===== config.mk =====
export PLATFORM = sky130hd
export DESIGN_NAME = colsum_accum
export DESIGN_NICKNAME = d
export VERILOG_FILES = /design/src/rtl/colsum_pkg.sv /design/src/rtl/colsum_counter.sv /design/src/rtl/colsum_csa_tree.sv /design/src/rtl/colsum_accum.sv
export SDC_FILE = /design/constraint.sdc
export NUM_CORES = 1
export LEC_CHECK = 0
export CORE_ASPECT_RATIO = 2
export CORE_MARGIN = 1
export CORE_UTILIZATION = 55
export DETAILED_ROUTE_END_ITERATION = 7
export PLACE_DENSITY = 0.74
export SETUP_SLACK_MARGIN = 0.02
export SYNTH_ARGS = -nofsm -noshare
export SYNTH_HDL_FRONTEND = slang
export SYNTH_HIERARCHICAL = 1
export SYNTH_SLANG_ARGS = --single-unit

===== constraint.sdc =====
create_clock -name clk -period 3.2 [get_ports clk]
set_clock_uncertainty 0.2 [all_clocks]
set_input_delay 0.48 -clock clk [delete_from_list [all_inputs] [get_ports clk]]
set_output_delay 0.48 -clock clk [all_outputs]
set_load 0.02 [all_outputs]

===== src/rtl/colsum_pkg.sv =====
package colsum_pkg;

  // bits needed to hold a count of 0..n
  function automatic int cnt_bits(input int n);
    return (n < 1) ? 1 : $clog2(n + 1);
  endfunction

  // rows left after one layer of 3:2 compression
  function automatic int rows_after(input int r);
    return (r / 3) * 2 + (r % 3);
  endfunction

  // number of rows present at the input of a given layer
  function automatic int rows_at(input int r, input int layer);
    int x;
    x = r;
    for (int i = 0; i < layer; i++) x = rows_after(x);
    return x;
  endfunction

  // layers required to reach two rows or fewer
  function automatic int csa_layers(input int r);
    int x;
    int l;
    x = r;
    l = 0;
    while (x > 2) begin
      x = rows_after(x);
      l++;
    end
    return l;
  endfunction

endpackage


===== src/rtl/colsum_counter.sv =====
module colsum_counter #(
  parameter int CW = 4
) (
  input  logic          clk,
  input  logic          rst_n,
  input  logic          inc,
  input  logic          clr,
  output logic [CW-1:0] cnt,
  output logic [CW-1:0] cnt_nxt
);

  assign cnt_nxt = cnt + CW'(inc);

  always_ff @(posedge clk) begin
    if (!rst_n)   cnt <= '0;
    else if (clr) cnt <= '0;
    else          cnt <= cnt_nxt;
  end

endmodule


===== src/rtl/colsum_csa_tree.sv =====
module colsum_csa_tree #(
  parameter int W    = 12,
  parameter int ROWS = 4
) (
  input  logic [W-1:0] rows_in [ROWS],
  output logic [W-1:0] row_a,
  output logic [W-1:0] row_b
);

  localparam int NL    = colsum_pkg::csa_layers(ROWS);
  localparam int FINAL = colsum_pkg::rows_at(ROWS, NL);

  function automatic logic [W-1:0] csa_sum(input logic [W-1:0] a, b, c);
    return a ^ b ^ c;
  endfunction

  function automatic logic [W-1:0] csa_cry(input logic [W-1:0] a, b, c);
    return ((a & b) | (a & c) | (b & c)) << 1;
  endfunction

  logic [W-1:0] lay [NL+1][ROWS];

  for (genvar r = 0; r < ROWS; r++) begin : g_in
    assign lay[0][r] = rows_in[r];
  end

  for (genvar l = 0; l < NL; l++) begin : g_layer
    localparam int RC = colsum_pkg::rows_at(ROWS, l);
    localparam int G  = RC / 3;
    localparam int LO = RC - 3 * G;
    for (genvar g = 0; g < G; g++) begin : g_grp
      assign lay[l+1][2*g]   = csa_sum(lay[l][3*g], lay[l][3*g+1], lay[l][3*g+2]);
      assign lay[l+1][2*g+1] = csa_cry(lay[l][3*g], lay[l][3*g+1], lay[l][3*g+2]);
    end
    for (genvar p = 0; p < LO; p++) begin : g_pass
      assign lay[l+1][2*G+p] = lay[l][3*G+p];
    end
    for (genvar u = 2*G + LO; u < ROWS; u++) begin : g_zero
      assign lay[l+1][u] = '0;
    end
  end

  assign row_a = lay[NL][0];
  if (FINAL > 1) begin : g_two
    assign row_b = lay[NL][1];
  end else begin : g_one
    assign row_b = '0;
  end

endmodule


===== src/rtl/colsum_accum.sv =====
module colsum_accum #(
  parameter int OP_W    = 8,
  parameter int MAX_OPS = 8,
  localparam int CNT_W  = colsum_pkg::cnt_bits(MAX_OPS),
  localparam int SUM_W  = OP_W + CNT_W
) (
  input  logic             clk,
  input  logic             rst_n,
  input  logic             op_valid,
  input  logic             op_last,
  input  logic [OP_W-1:0]  op_data,
  output logic [SUM_W-1:0] sum_out,
  output logic             sum_valid
);

  localparam int ROWS   = CNT_W;
  localparam int FLAT_W = OP_W * CNT_W;

  // bit k of the count of column c lands at weight c+k
  function automatic logic [SUM_W-1:0] weigh_row(input logic [FLAT_W-1:0] flat, input int k);
    logic [SUM_W-1:0] r;
    r = '0;
    for (int c = 0; c < OP_W; c++) r[c+k] = flat[c*CNT_W+k];
    return r;
  endfunction

  // stream bookkeeping: operands seen in the open stream
  logic [CNT_W-1:0] ops_seen;
  logic             close_evt;

  assign close_evt = op_valid && (op_last || ops_seen == CNT_W'(MAX_OPS - 1));

  always_ff @(posedge clk) begin
    if (!rst_n)         ops_seen <= '0;
    else if (close_evt) ops_seen <= '0;
    else if (op_valid)  ops_seen <= ops_seen + 1'b1;
  end

  // column counters
  logic [FLAT_W-1:0] cnt_flat;
  logic [FLAT_W-1:0] nxt_flat;

  for (genvar c = 0; c < OP_W; c++) begin : g_col
    colsum_counter #(.CW(CNT_W)) u_cnt (
      .clk     (clk),
      .rst_n   (rst_n),
      .inc     (op_valid & op_data[c]),
      .clr     (close_evt),
      .cnt     (cnt_flat[c*CNT_W +: CNT_W]),
      .cnt_nxt (nxt_flat[c*CNT_W +: CNT_W])
    );
  end

  // capture stage: loads only on the closing edge
  logic [FLAT_W-1:0] lat_flat;
  logic              lat_vld;

  always_ff @(posedge clk) begin
    if (!rst_n) begin
      lat_flat <= '0;
      lat_vld  <= 1'b0;
    end else begin
      lat_vld <= close_evt;
      if (close_evt) lat_flat <= nxt_flat;
    end
  end

  // weight placement and carry-save reduction
  logic [SUM_W-1:0] pp_rows [ROWS];
  logic [SUM_W-1:0] red_a, red_b;

  for (genvar k = 0; k < ROWS; k++) begin : g_row
    assign pp_rows[k] = weigh_row(lat_flat, k);
  end

  colsum_csa_tree #(.W(SUM_W), .ROWS(ROWS)) u_tree (
    .rows_in (pp_rows),
    .row_a   (red_a),
    .row_b   (red_b)
  );

  // two-row register, then the carry-propagate add
  logic [SUM_W-1:0] row_a_q, row_b_q;
  logic             row_vld;

  always_ff @(posedge clk) begin
    if (!rst_n) begin
      row_a_q <= '0;
      row_b_q <= '0;
      row_vld <= 1'b0;
    end else begin
      row_vld <= lat_vld;
      if (lat_vld) begin
        row_a_q <= red_a;
        row_b_q <= red_b;
      end
    end
  end

  always_ff @(posedge clk) begin
    if (!rst_n) begin
      sum_out   <= '0;
      sum_valid <= 1'b0;
    end else begin
      sum_valid <= row_vld;
      if (row_vld) sum_out <= row_a_q + row_b_q;
    end
  end

endmodule


After elaboration in Yosys (flattened, before gate mapping). Cells that the tools add are included.

Register bits after elaboration: 106. Bits of input ports: 12. Output and inout bits: 13. Logic and storage cells: 53.

Add/sub/neg operators: 10. Eq/ne operators: 1. Bitwise logic cells: 23. Reduce and logical (&&, ||, !) cells: 3.

Operator list (number): 11-bit bitwise AND (3); 11-bit bitwise OR (3); 4-bit by 1-bit adder with 4-bit output (8); 12-bit adder (1); 12-bit by 11-bit bitwise XOR with 12-bit output (1); 12-bit bitwise XOR (1); 11-bit by 10-bit bitwise OR with 11-bit output (1); 8-bit by 10-bit bitwise AND with 10-bit output (1); 9-bit by 10-bit bitwise AND with 10-bit output (1); 9-bit by 10-bit bitwise XOR with 10-bit output (1); 8-bit by 9-bit bitwise AND with 9-bit output (1); 8-bit by 9-bit bitwise XOR with 9-bit output (1); 1-bit bitwise AND (8); 4-bit by 1-bit adder with 4-bit output, second input constant (1); 4-bit by 3-bit == test with 1-bit output, second input constant (1); 2-bit OR reduction (1); 1-bit logical AND (1); 1-bit logical OR (1); 1-bit inverter (1).

Depth between registers and ports, before layout.
Depth in word-level cells: 6. Gate-level depth with buffers: 8. Mapped depth without buffers: 7.

Cells and area by module. The synthesis kept the hierarchy.

Modules (own cells, without submodules): colsum_accum (instances 1, cells each 362, area each 3166.8 um2, sequential area each 1501.4 um2); colsum_counter (instances 8, cells each 15, area each 183.9 um2, sequential area each 80.1 um2); colsum_csa_tree (instances 1, cells each 27, area each 484.2 um2, sequential area each 0.0 um2).

Least setup slack after synthesis. OpenSTA, ideal clock, no wires.

Path kind: register to register. Start: register ops_seen[0]. End: register g_col[0].u_cnt.cnt[3]. Library setup time: 0.072 ns. Data arrival time: 2.082 ns. Data required time: 2.928 ns. Path slack: 0.847 ns. Cell stages (with the launch flop): 9. Path buffers: 1. Period minus slack after synthesis: 2.353 ns. Cell sequence: dfxtp_1 ha_1 nand2_1 nor2_1 o21ai_1 inv_1 buf_1 or3b_1 mux2i_1.

Cells in the longest elaborated chain, start to end: 4.

Ends and longest elaborated chain: start: declaration (line colsum_accum.sv:28) `logic [CNT_W-1:0] ops_seen;`; start signal: assignment (line colsum_accum.sv:36) `else if (op_valid) ops_seen <= ops_seen + 1'b1;`; 4-bit by 3-bit == test with 1-bit output (line colsum_accum.sv:31) `assign close_evt = op_valid && (op_last || ops_seen == CNT_W'(MAX_OPS - 1));`; 1-bit logical OR (line colsum_accum.sv:31); 1-bit logical AND (line colsum_accum.sv:31); net close_evt (line colsum_accum.sv:29) `logic close_evt;`; 2-bit OR reduction (no line); end signal: assignment (line colsum_counter.sv:17) `else cnt <= cnt_nxt;`; end: declaration (line colsum_counter.sv:8) `output logic [CW-1:0] cnt,`.

The timed path passes the listed nets, and every way through them passes these cells. A chain may end at the register's enable or synchronous reset.

Worst setup path after layout.
Start: register row_a_q[0]. End: register sum_out[10].

Cells in the longest elaborated chain, start to end: 1.

Ends and longest elaborated chain: start: declaration (line colsum_accum.sv:83) `logic [SUM_W-1:0] row_a_q, row_b_q;`; start signal: assignment (line colsum_accum.sv:94) `row_a_q <= red_a;`; 12-bit adder (line colsum_accum.sv:106) `if (row_vld) sum_out <= row_a_q + row_b_q;`; end signal: assignment (line colsum_accum.sv:106); end: declaration (line colsum_accum.sv:12) `output logic [SUM_W-1:0] sum_out,`.

No other way between the ends.

==> qor.txt <==
status: finished clean
synth cell count leaders: dfxtp_1 (107), nand2_1 (73), a21oi_1 (41)
Post-Route WL: 9092 um
CP Buf/Inv Count: 0
Congestion Overflow GR: 0
TritonCTS Buffers: 9
IO Pins: 25
Setup Buffers After CTS: 0
nature of the critical path startpoint: flop
fraction of registers with async set/reset: 0%
RSZ-0062 raised after global routing: no
GR Util All Layers: 20.36%
Final Cycle Share: 75.34%
vias in the first global route: 3625
critical path type: flop to flop
total number of vias: 3515
YS warnings: 6
Final min period: 2.411 ns
Core Box Area: 9012 um2
CTS tree: yes
Least-Margin Pin Slew: 0.7871 ns
final net count: 608
die height: 138.5 um
PwrDens: 491.9 nW/um2
Clock Path Buffers: 2
hold_buf cts: 0
post_cts resized: 0
max-slew violations: 0
Avg Inst Size Synth: 10.06 um2
first-pass GRT wire length: 15980 um
Final Cell Area: 5894 um2
Worst path top cell family by delay: adder cells
layout cells sized above 1: 10.00%
register area: 2142 um2
fillers: 727
largest net degree at the start of global routing: 73
CP max-delay cell: fa_1
Row Count: 49
hpwl dp: 6658 um
Cells after Synth: 509
critical-path cell list: ha_1 > fa_1 > a211o_1 > nand2_1 > a221oi_1 > or3_1 > a31o_2
Seq cells post-synth: 107
final hold vios: 0
Initial Util: 56.84%
worst relative slew slack: 47.45%
number of antenna violations at the first check in global routing: 0
Netlist cell types: 49
area fraction of the dominant cell type after synthesis: 41.82%
Placer Congestion: 0.7815
Die X: 70.24 um
clock latency on the worst-skew pair: 0.35 ns
1st-pass router iterations: 4
Clk pin slew, worst setup/hold paths: 0.07 ns
max cap viols: 0
CTS sink cnt: 107
mapped cell area: 5122 um2
Fmax: 414.8 MHz
worst-path fanout max: 3
ys flop type: dfxtp_1
Worst Path Required: 3.24 ns
Power, Total: 2900 uW
placed inst area: 5530 um2
count leader, synth: dfxtp_1
synth top area cells: dfxtp_1 (42%), fa_1 (8.6%), ha_1 (7.1%), mux2i_1 (7.0%), nand2_1 (5.3%)
Die ar.: 9727 um2
VDD IR max: 0.0003515 V
ANT nets after route: 0
Setup-failing EPs final: 0
Largest stage delay, worst path: 0.44 ns
area leader, netlist: dfxtp_1
static leakage: 0.002585 uW
CP arrival: 2.45 ns
Via density: 5.391
Post-synth EDFFs: 0
DR WL/cell: 13.94 um
Clock Tree Root: clkbuf_16
post-synthesis sequential area ratio: 41.82%
H-Tree Depth: 3
Hold Path Class: flop to flop
DRC: 0
Worst Setup End Kind: flop
drt first-iter violations: 106
TNS Setup: 0 ns
n_diodes: 0
Layout area overhead: 15.07%
IO Port Bufs: 24
Multi-input gate area: 2937 um2
## worst reg2reg max path, cell delays in order (launching register included)
cell and delay [ns]:
dfxtp_1 0.32, ha_1 0.23, fa_1 0.44, a211o_1 0.30, nand2_1 0.13, a221oi_1 0.12
or3_1 0.36, a31o_2 0.23
## stage by stage
stage | hold slack, ns | std cells | utilization [%] | worst slack [ns]
4_1_cts | 0.2720 | 652 | 65.40 | 0.7618
2_1_floorplan | 0.2495 | 524 | - | 0.8467
6_report | 0.2678 | 652 | 65.40 | 0.7890
3_5_place_dp | 0.2598 | 636 | 61.36 | 0.5801
5_1_grt | 0.2975 | 652 | 65.40 | 0.7041
3_3_place_gp | 0.2536 | 636 | 61.36 | 0.6442
## cell type report
type                            count  area share [%]
Multi-Input combinational cell    391           49.82
Sequential cell                   107           36.34
Timing Repair Buffer               31           5.179
Clock buffer                        9           3.821
Clock inverter                      7           2.356
Tap cell                          102           2.165
Inverter                            5          0.3184
## cell families (layout without fill, tap and decap cells)
| logic type | count (synthesis) | count (layout) | synth area share [%] |
|---|---|---|---|
| compound gates | 72 | 72 | 8.574 |
| xor+xnor | 26 | 26 | 4.714 |
| fa+ha+maj | 51 | 51 | 15.68 |
| buf+inv | 26 | 52 | 2.027 |
| flops | 107 | 107 | 41.82 |
| mux | 36 | 36 | 7.035 |
| other cells | 2 | 17 | 0.1466 |
| simple gates | 189 | 189 | 20.01 |
## final timing paths
| kind | startpoint | endpoint | slack [ns] | cells after the start |
|---|---|---|---|---|
| worst max-delay path | row_a_q[0]$_SDFFE_PN0P_ | sum_out[10]$_SDFFE_PN0P_ | 0.79 | 7 |
| worst min register to register | sum_out[5]$_SDFFE_PN0P_ | sum_out[5]$_SDFFE_PN0P_ | 0.27 | 2 |
| worst min-delay path | sum_out[5]$_SDFFE_PN0P_ | sum_out[5]$_SDFFE_PN0P_ | 0.27 | 2 |
| worst max register to register | row_a_q[0]$_SDFFE_PN0P_ | sum_out[10]$_SDFFE_PN0P_ | 0.79 | 7 |
## state kept, by name, indices dropped and copies added (netlist names)
signal,cells
g_col.u_cnt/cnt,32
sum_valid,1
row_vld,1
ops_seen,4
row_b_q,12
lat_flat,32
row_a_q,12
lat_vld,1
sum_out,12
## power breakdown
| group | total [uW] | switching (uW) | internal [uW] | leakage [uW] |
|---|---|---|---|---|
| registers | 1370 | 18.1 | 1360 | 0.000865 |
| logic | 195 | 104 | 91.2 | 0.00154 |
| clock network | 1330 | 487 | 843 | 0.000180 |
## metal layers
layer / track usage, % / vias up / share of wire, % / routed length, um
met5: 0 / - / 0 / 0
met4: 8.211 / 0 / 1.8 / 162
met3: 3.499 / 10 / 1.6 / 146
met2: 37.34 / 31 / 55 / 4974
met1: 22.57 / 1669 / 42 / 3808
li1: - / 1805 / - / -
## cells in the final DEF, fill, tap and decap left out, types with 2 or more instances in the layout
master / instances
a31oi_1: 2
mux2i_1: 36
clkinv_2: 2
and2_1: 10
xor2_1: 11
nand3_1: 11
nand3b_1: 12
inv_1: 4
conb_1: 17
clkbuf_16: 9
and3b_2: 24
a21oi_1: 41
a21o_1: 5
or3b_1: 8
bufinv_16: 4
fa_1: 22
nor2_1: 37
xnor2_1: 14
or3_1: 2
clkdlybuf4s50_1: 24
o21a_1: 3
buf_4: 6
o211ai_1: 3
ha_1: 29
nand4_1: 4
dfxtp_1: 107
o21ai_0: 6
nand2_1: 73
(Power assumes the default switching activity.)
